`src/rtl/owb_pkg.sv`:
```
package owb_pkg;

    localparam logic [7:0] CRC_POLY = 8'h07;

    typedef enum logic [2:0] {
        TX_IDLE,
        TX_SYNC,
        TX_DATA,
        TX_CRC,
        TX_GAP
    } tx_state_e;

    typedef enum logic [1:0] {
        RX_IDLE,
        RX_SYNC,
        RX_BIT
    } rx_state_e;

    // Fold one byte into the running check value, most significant bit first.
    function automatic logic [7:0] crc8_byte(input logic [7:0] crc_in, input logic [7:0] data);
        logic [7:0] c;
        logic       fb;
        c = crc_in;
        for (int i = 7; i >= 0; i--) begin
            fb = c[7] ^ data[i];
            c  = {c[6:0], 1'b0};
            if (fb) c = c ^ CRC_POLY;
        end
        return c;
    endfunction

endpackage

```
`src/rtl/owb_sync.sv`:
```
module owb_sync #(
    parameter int STAGES = 2
) (
    input  logic clk,
    input  logic rst_n,
    input  logic din,
    output logic lvl,
    output logic rise
);
    logic [STAGES:0] sh_d, sh_q;

    always_comb begin
        sh_d = {sh_q[STAGES-1:0], din};
    end

    always_ff @(posedge clk or negedge rst_n) begin
        if (!rst_n) sh_q <= '0;
        else        sh_q <= sh_d;
    end

    assign lvl  = sh_q[STAGES-1];
    assign rise = sh_q[STAGES-1] & ~sh_q[STAGES];
endmodule

```
`src/rtl/owb_tx.sv`:
```
module owb_tx
    import owb_pkg::*;
#(
    parameter int CNT_W = 18
) (
    input  logic             clk,
    input  logic             rst_n,
    input  logic [CNT_W-1:0] period_i,
    input  logic [7:0]       data_i,
    input  logic             last_i,
    input  logic             valid_i,
    output logic             ready_o,
    output logic             oe_o,
    output logic             busy_o
);
    typedef struct packed {
        tx_state_e        st;
        logic [CNT_W-1:0] cnt;
        logic [CNT_W-1:0] per;
        logic [7:0]       sh;
        logic [2:0]       bidx;
        logic             last;
        logic [7:0]       crc;
        logic [7:0]       hold;
        logic             hold_last;
        logic             hold_vld;
        logic [1:0]       gapn;
    } tx_regs_t;

    tx_regs_t         d, q;
    logic [CNT_W-1:0] quarter;
    logic [CNT_W-1:0] hi_len;
    logic             bit_val;
    logic             bit_end;
    logic             sending;

    always_comb begin
        quarter = q.per >> 2;
        bit_val = (q.st == TX_SYNC) ? 1'b1 : q.sh[7];
        hi_len  = bit_val ? (q.per - quarter) : quarter;
        bit_end = (q.cnt == q.per - CNT_W'(1));
        sending = (q.st == TX_SYNC) || (q.st == TX_DATA) || (q.st == TX_CRC);

        d = q;
        if (valid_i && !q.hold_vld) begin
            d.hold      = data_i;
            d.hold_last = last_i;
            d.hold_vld  = 1'b1;
        end

        unique case (q.st)
            TX_IDLE: begin
                if (q.hold_vld) begin
                    d.per = period_i;
                    d.crc = 8'h00;
                    d.cnt = '0;
                    d.st  = TX_SYNC;
                end
            end
            TX_SYNC, TX_DATA: begin
                if (!bit_end) begin
                    d.cnt = q.cnt + CNT_W'(1);
                end else if (q.st == TX_DATA && q.bidx != 3'd7) begin
                    d.sh   = {q.sh[6:0], 1'b0};
                    d.bidx = q.bidx + 3'd1;
                    d.cnt  = '0;
                end else if (q.st == TX_DATA && q.last) begin
                    d.sh   = q.crc;
                    d.bidx = 3'd0;
                    d.cnt  = '0;
                    d.st   = TX_CRC;
                end else if (q.hold_vld) begin
                    d.sh       = q.hold;
                    d.last     = q.hold_last;
                    d.hold_vld = 1'b0;
                    d.crc      = crc8_byte(q.crc, q.hold);
                    d.bidx     = 3'd0;
                    d.cnt      = '0;
                    d.st       = TX_DATA;
                end
                // otherwise wait released at the end of the bit for a byte
            end
            TX_CRC: begin
                if (!bit_end) begin
                    d.cnt = q.cnt + CNT_W'(1);
                end else if (q.bidx == 3'd7) begin
                    d.cnt  = '0;
                    d.gapn = 2'd0;
                    d.st   = TX_GAP;
                end else begin
                    d.sh   = {q.sh[6:0], 1'b0};
                    d.bidx = q.bidx + 3'd1;
                    d.cnt  = '0;
                end
            end
            TX_GAP: begin
                if (!bit_end) begin
                    d.cnt = q.cnt + CNT_W'(1);
                end else begin
                    d.cnt = '0;
                    if (q.gapn == 2'd2) d.st = TX_IDLE;
                    else                d.gapn = q.gapn + 2'd1;
                end
            end
            default: d.st = TX_IDLE;
        endcase
    end

    always_ff @(posedge clk or negedge rst_n) begin
        if (!rst_n) q <= '0;
        else        q <= d;
    end

    assign ready_o = !q.hold_vld;
    assign oe_o    = sending && (q.cnt < hi_len);
    assign busy_o  = (q.st != TX_IDLE);
endmodule

```
`src/rtl/owb_rx.sv`:
```
module owb_rx
    import owb_pkg::*;
#(
    parameter int CNT_W = 18
) (
    input  logic       clk,
    input  logic       rst_n,
    input  logic       en_i,
    input  logic       lvl_i,
    input  logic       rise_i,
    output logic [7:0] data_o,
    output logic       valid_o,
    output logic       end_o,
    output logic       ok_o,
    output logic       err_o
);
    localparam int CW = CNT_W + 1;

    typedef struct packed {
        rx_state_e        st;
        logic [CW-1:0]    cnt;
        logic [CNT_W-1:0] per;
        logic [6:0]       sh;
        logic [2:0]       bcnt;
        logic [7:0]       crc;
        logic [7:0]       data;
        logic             valid;
        logic             fin;
        logic             ok;
        logic             err;
    } rx_regs_t;

    rx_regs_t      d, q;
    logic [CW-1:0] per_w;
    logic [CW-1:0] half;
    logic [CW-1:0] twice;
    logic [7:0]    newbyte;

    always_comb begin
        per_w   = {1'b0, q.per};
        half    = per_w >> 1;
        twice   = {q.per, 1'b0};
        newbyte = {q.sh, lvl_i};

        d       = q;
        d.valid = 1'b0;
        d.fin   = 1'b0;
        d.ok    = 1'b0;
        d.err   = 1'b0;

        if (!en_i) begin
            d.st  = RX_IDLE;
            d.cnt = '0;
        end else begin
            unique case (q.st)
                RX_IDLE: begin
                    if (rise_i) begin
                        d.st   = RX_SYNC;
                        d.cnt  = CW'(1);
                        d.crc  = 8'h00;
                        d.bcnt = 3'd0;
                    end
                end
                RX_SYNC: begin
                    if (rise_i) begin
                        d.per = q.cnt[CNT_W-1:0];
                        d.cnt = CW'(1);
                        d.st  = RX_BIT;
                    end else if (q.cnt[CNT_W-1:0] == '1) begin
                        d.err = 1'b1;
                        d.st  = RX_IDLE;
                    end else begin
                        d.cnt = q.cnt + CW'(1);
                    end
                end
                RX_BIT: begin
                    if (rise_i) begin
                        d.cnt = CW'(1);
                    end else begin
                        d.cnt = q.cnt + CW'(1);
                        if (q.cnt == half) begin
                            d.sh   = newbyte[6:0];
                            d.bcnt = q.bcnt + 3'd1;
                            if (q.bcnt == 3'd7) begin
                                d.data  = newbyte;
                                d.valid = 1'b1;
                                d.crc   = crc8_byte(q.crc, newbyte);
                            end
                        end
                        if (lvl_i && q.cnt >= per_w) begin
                            d.err = 1'b1;
                            d.st  = RX_IDLE;
                        end else if (q.cnt >= twice) begin
                            if (q.bcnt == 3'd0) begin
                                d.fin = 1'b1;
                                d.ok  = (q.crc == 8'h00);
                            end else begin
                                d.err = 1'b1;
                            end
                            d.st = RX_IDLE;
                        end
                    end
                end
                default: d.st = RX_IDLE;
            endcase
        end
    end

    always_ff @(posedge clk or negedge rst_n) begin
        if (!rst_n) q <= '0;
        else        q <= d;
    end

    assign data_o  = q.data;
    assign valid_o = q.valid;
    assign end_o   = q.fin;
    assign ok_o    = q.ok;
    assign err_o   = q.err;
endmodule

```
`src/rtl/owb_xcvr.sv`:
```
module owb_xcvr #(
    parameter int CNT_W       = 18,
    parameter int SYNC_STAGES = 2
) (
    input  logic             clk,
    input  logic             rst_n,
    input  logic [CNT_W-1:0] tx_period,
    input  logic [7:0]       tx_data,
    input  logic             tx_last,
    input  logic             tx_valid,
    output logic             tx_ready,
    output logic [7:0]       rx_data,
    output logic             rx_valid,
    output logic             rx_end,
    output logic             rx_crc_ok,
    output logic             rx_frame_err,
    output logic             line_oe,
    input  logic             line_in
);
    logic tx_busy;
    logic line_lvl;
    logic line_rise;

    owb_sync #(.STAGES(SYNC_STAGES)) u_sync (
        .clk  (clk),
        .rst_n(rst_n),
        .din  (line_in),
        .lvl  (line_lvl),
        .rise (line_rise)
    );

    owb_tx #(.CNT_W(CNT_W)) u_tx (
        .clk     (clk),
        .rst_n   (rst_n),
        .period_i(tx_period),
        .data_i  (tx_data),
        .last_i  (tx_last),
        .valid_i (tx_valid),
        .ready_o (tx_ready),
        .oe_o    (line_oe),
        .busy_o  (tx_busy)
    );

    owb_rx #(.CNT_W(CNT_W)) u_rx (
        .clk    (clk),
        .rst_n  (rst_n),
        .en_i   (!tx_busy),
        .lvl_i  (line_lvl),
        .rise_i (line_rise),
        .data_o (rx_data),
        .valid_o(rx_valid),
        .end_o  (rx_end),
        .ok_o   (rx_crc_ok),
        .err_o  (rx_frame_err)
    );
endmodule

```
`config.mk`:
```
export PLATFORM = sky130hd
export DESIGN_NAME = owb_xcvr
export DESIGN_NICKNAME = d
export VERILOG_FILES = /design/src/rtl/owb_pkg.sv /design/src/rtl/owb_sync.sv /design/src/rtl/owb_tx.sv /design/src/rtl/owb_rx.sv /design/src/rtl/owb_xcvr.sv
export SDC_FILE = /design/constraint.sdc
export NUM_CORES = 1
export LEC_CHECK = 0
export ABC_AREA = 1
export ABC_CLOCK_PERIOD_IN_PS = 6150
export BUFFER_PORTS_ARGS = -buffer_cell sky130_fd_sc_hd__buf_2
export CORE_AREA = 2 2 143 145
export CTS_BUF_LIST = sky130_fd_sc_hd__clkbuf_8 sky130_fd_sc_hd__clkbuf_16
export DETAILED_ROUTE_END_ITERATION = 6
export DIE_AREA = 0 0 145 147
export HOLD_SLACK_MARGIN = 0.05
export PLACE_DENSITY = 0.84
export SLEW_MARGIN = 0
export SYNTH_ARGS = -nofsm -noshare
export SYNTH_HDL_FRONTEND = slang
export SYNTH_HIERARCHICAL = 1
export SYNTH_SLANG_ARGS = --single-unit
```
`constraint.sdc`:
```
create_clock -name clk -period 6.15 [get_ports clk]
set_input_delay 1.23 -clock clk [delete_from_list [all_inputs] [get_ports clk]]
set_output_delay 1.23 -clock clk [all_outputs]
set_load 0.05 [all_outputs]
```
# == Yosys cells after proc, flatten, opt, wreduce, memory -nomap -nowiden ==
# Index checks and enable logic that the tools add are counted.
# classes
addsub,7
mul,0
div_mod_pow,0
n_lt_le_gt_ge,3
eq_ne,36
n_shift,0
n_mux,150
bitwise,38
reduce_logical,35
# op_table
cell,count
$mux 8,71
$mux 21,5
$mux 18,4
$mux 3,24
$mux 20,3
$pmux 19 s3,1
$mux 11,5
$pmux 18 s3,1
$not 3->3,16
$pmux 11 s2,2
$mux 39,1
$mux 19,2
$reduce_and 5->1,5
$mux 23,1
$mux 2,10
$add 19x1->19 const B,1
$eq 19x17->1,1
$ge 19x18->1,1
$ge 19x19->1,1
$add 18x1->18 const B,1
$eq 18x18->1,1
$eq 18x18->1 const B,1
$lt 18x18->1,1
$mux 9,2
other kinds (44),108
# totals
register_bits,143
latchBits,0
mem_bits_rw,0
romBits,0
inputBits,31
output_inout_bits,14
word_cells,292
memories,0

# == Depth between registers and ports, before layout ==
# depth
depth_word,56
mapped_depth,21
mapped_depth_nobuf,21

# == Cells and area by module ==
# The synthesis kept the hierarchy.
# modules_own_cells
mod,n_inst,cells_per_inst,area_per_inst_um2,seq_area_each_um2
owb_tx,1,856,5894.4,1776.7
owb_rx,1,635,4737.0,1726.7
owb_sync,1,5,85.1,75.1
owb_xcvr,1,1,3.8,0.0

# == Worst setup path before layout ==
# Ideal clock, no wire load.
# synth_path
kind,reg-to-output
from,register u_tx/q[34] (netlist name)
to,output port line_oe
arrival_ns,4.031
required_time_ns,4.920
slack_ns,0.889
path_stages_with_launch,20
path_buffers,0
cell_sequence,dfrtp_1 ha_1 a21oi_1 o21ai_0 a21oi_1 o21ai_0 a21o_1 nand2_1 nand2_1 nand2_1 nand2_1 nand2_1 nand2_1 ha_1 nand2_1 inv_1 nand3_1 a31o_2 nand3_1 nor4_1
# synth_via
elab_chain_cells,4
# synth_lines
element,line_no,source
"start, declared",owb_tx.sv:30,"tx_regs_t d, q;"
"start signal, assigned",owb_tx.sv:110,if (!rst_n) q <= '0;
"start signal, assigned",owb_tx.sv:111,else q <= d;
$sub 18x16->18,owb_tx.sv:40,hi_len = bit_val ? (q.per - quarter) : quarter;
$mux 18 *,owb_tx.sv:40,
$lt 18x18->1 *,owb_tx.sv:115,assign oe_o = sending && (q.cnt < hi_len);
$logic_and 1x1->1 *,owb_tx.sv:115,
"end, declared",owb_xcvr.sv:17,"output logic line_oe,"
# Mark *: on every way between the ends. The rest lies on a longest branch, timed or not.

# == Final worst setup path ==
# layout_path
from,register u_tx/q[36] (netlist name)
to,output port line_oe
# Same word-level chain as after synthesis.

==> results.json <==
{
  "yosysTopAreaCellShare": 0.3338,
  "worst_ep_required_time_ps": 4920,
  "p_int_w": 0.002599,
  "fp-row-count": 52,
  "critPathBufInv": 2,
  "gp_congestion": 0.9413,
  "syn_to_final_growth_pct": 9.092,
  "first_global_vias": 9426,
  "arrival_ps": 4260,
  "layout-drive-gt1-share": 0.08825,
  "cts_buffers": 17,
  "pwr-share-clk": 0.208,
  "drt_iter0_drc": 902,
  "die_w_um": 145,
  "worstPathCellList": "inv_1 -> ha_1 -> a21oi_1 -> o21ai_0 -> a21oi_1 -> o21ai_0 -> a21o_1 -> nand2_1 -> nand3b_1 -> nand2_1 -> nand2_1 -> nand2_1 -> ha_1 -> a21oi_1 -> a31o_2 -> nand3_1 -> nor4_1 -> buf_2",
  "clock.fmax_ghz": 0.1821,
  "cts_tree": "built",
  "postCtsSetupBuffers": 0,
  "grtUsageTotal": 0.2505,
  "die_h_um": 147,
  "clock_path_buffers": 2,
  "antenna_found_initial": 3,
  "post_cts_resized": 0,
  "crit_type": "reg -> out",
  "holdWs_ps": 353.2,
  "p_leak_nw": 6.005,
  "synth_seq_area_share": 0.3338,
  "fin_ws_ps": 659.3,
  "gr-total-overflow": 0,
  "cts_sinks": 143,
  "drc_errors": 0,
  "endpoint_kind": "output port",
  "crit_fanout": 5,
  "synth.net_count": 1611,
  "combPwrFrac": 0.533,
  "synth_cells": 1497,
  "drtPass1Iterations": 6,
  "seqPwrFrac": 0.258,
  "path_clk_slew_ps": 60,
  "p_switching_w": 0.002321,
  "numPortBuffers": 44,
  "layout_worst_path_cycle_share": 0.8928,
  "io_pins": 45,
  "htreeDepth": 4,
  "detail_route.wl_per_cell_um": 14.43,
  "avgViaCountPerCell": 5.489,
  "slew_headroom": 0.3798,
  "synthesis.area_um2": 10720,
  "cp_common_cell": "nand2_1",
  "setup_violations": 0,
  "fin_tns_setup_ps": 0,
  "dr_total_vias": 9946,
  "hpwl_um": 19310,
  "holdCritPathClass": "reg -> reg",
  "power.density_nw_per_um2": 420.7,
  "core_um2": 19840,
  "maxCapViolations": 0,
  "ys_types": 54,
  "cpMaxStageDelayCell": "nor4_1",
  "fill_cells": 1728,
  "rsz0062_at_grt": "no",
  "fin_nets": 1643,
  "ys_top_cells_by_area": "dfrtp_1 (33%), nand2_1 (14%), ha_1 (9.6%), inv_1 (6.9%), nor2_1 (4.7%)",
  "swShare": 0.4717,
  "worst_slew_pin_slew_ps": 930.3,
  "grt_max_degree": 99,
  "final_common_cell": "nand2_1",
  "ys_ff_latch": 143,
  "wl_um": 26150,
  "start_util": 0.5402,
  "clk-insertion-delay-late_ps": 420,
  "place_ws_ps": 1255,
  "cts_hold_buf": 0,
  "cp_top_family": "compound AO/OA/AOI/OAI gates",
  "status": "finished clean",
  "fin_worst_skew_ps": 14.37,
  "grt_pass1_wl_um": 44220,
  "hold_violations": 0,
  "vdd_ir_drop_max_v": 0.0002428,
  "finalCriticalPeriod_ps": 5491,
  "final_cell_mix": "nand2_1 (403), inv_1 (198), dfrtp_1 (143)",
  "slew_viol_final": 0,
  "syn_area_per_cell_um2": 7.161,
  "cts_root_buffer": "clkbuf_16",
  "synth_top_area_cell": "dfrtp_1",
  "dieArea_um2": 21320,
  "ant_nets": 0,
  "yosysWarnings": 6,
  "slowest_delay_ps": 450,
  "start_kind": "flip-flop"
}
-- synthesized netlist by cell type, drive strengths merged --
master / count
o211ai: 2
o22ai: 11
o21bai: 1
dfrtp: 143
nor2: 148
a21oi: 86
nand3: 80
nor3: 14
a21o: 5
a22oi: 7
a211oi: 2
and3: 2
o2111ai: 1
nand3b: 19
inv: 206
fa: 1
or2: 5
clkbuf: 16
xnor2: 36
a2bb2oi: 1
o21ai: 123
nand4: 26
and2: 1
ha: 82
nand2: 415
mux2: 1
nor4: 5
buf: 19
a31oi: 4
o31ai: 1
xor2: 32
a31o: 1
and3b: 1
-- final cells by class --
cell class	instances	area, um^2	share of cell area
antenna	1	2.502	0.0002140
clock buffer	18	439.2	0.03755
clock inverter	13	141.4	0.01209
inverter	206	775.7	0.06633
multi-input combinational	1113	6163	0.5270
sequential	143	3578	0.3060
tap	270	337.8	0.02889
timing repair buffer	48	256.5	0.02193
-- state kept, by name (all words and copies together) (netlist names) --
signal        cells
u_rx/end_o        1
u_rx/per_w        1
u_rx/data_o       8
u_rx/q           32
u_tx/q           71
u_rx/newbyte      7
u_rx/err_o        1
u_rx/ok_o         1
u_rx/half        17
u_rx/valid_o      1
u_sync/sh_q       3
-- per-layer routing --
layer	part of all wire	routed length [um]	track usage
met2	0.47	12300	0.4255
met5	0.0013	34	0
met3	0.060	1571	0.04037
met4	0.028	721	0.09356
met1	0.44	11520	0.3244
-- cells by family after synthesis --
| kind of cell | Yosys count | synth area share |
|---|---|---|
| AO/OA/AOI/OAI | 245 | 0.1225 |
| flip-flops | 143 | 0.3338 |
| AND/OR/NAND/NOR | 716 | 0.2982 |
| adder cells (fa/ha/maj) | 83 | 0.09757 |
| buffers and inverters | 241 | 0.09127 |
| multiplexers | 1 | 0.001050 |
| XOR/XNOR | 68 | 0.05556 |
-- stage by stage --
| stage | instances | utilization | area (um^2) | total power [W] |
|---|---|---|---|---|
| floorplan | 1497 | - | 10720 | 0.003287 |
| global placement | 1780 | 0.5600 | 11110 | 0.003775 |
| detailed placement | 1780 | 0.5600 | 11110 | 0.003834 |
| CTS | 1811 | 0.5892 | 11690 | 0.004900 |
| global route | 1811 | 0.5892 | 11690 | 0.005342 |
| finish | 1812 | 0.5893 | 11700 | 0.004920 |
-- worst paths after layout --
check / endpoint / cells after the start / start / slack, ps
worst max-delay path: line_oe / 18 / u_tx/q[36] / 660
worst min-delay path: u_sync/sh_q[1] / 0 / u_sync/sh_q[0] / 350
worst max register to register: u_tx/q[31] / 13 / u_tx/q[32] / 3250
worst min register to register: u_sync/sh_q[1] / 0 / u_sync/sh_q[0] / 350
max in group asynchronous: u_tx/q[64] / 2 / rst_n / 4050
min in group asynchronous: u_rx/q[21] / 1 / rst_n / 850
-- worst register-to-register path: stages (launching register included) --
cell and delay, ps:
dfrtp_1 390, inv_1 190, ha_1 310, nand2_2 150, o21ai_1 270, nand2_1 90
nand2_1 120, nand3_2 100, nor2_4 140, nand3_4 200, nand2_4 150, nand3_2 330
nor2_1 260, nor2_1 80
-- power groups by stage --
stage	Sequential, W	Combinational (W)	Clock [W]
final	0.00127	0.00262	0.00102
after global routing	0.00129	0.00297	0.00108
after CTS	0.00127	0.00259	0.00104
after detailed placement	0.00128	0.00255	0
after global placement	0.00128	0.00250	0
after floorplan	0.00125	0.00204	0
Power figures use the tool's default switching activity.
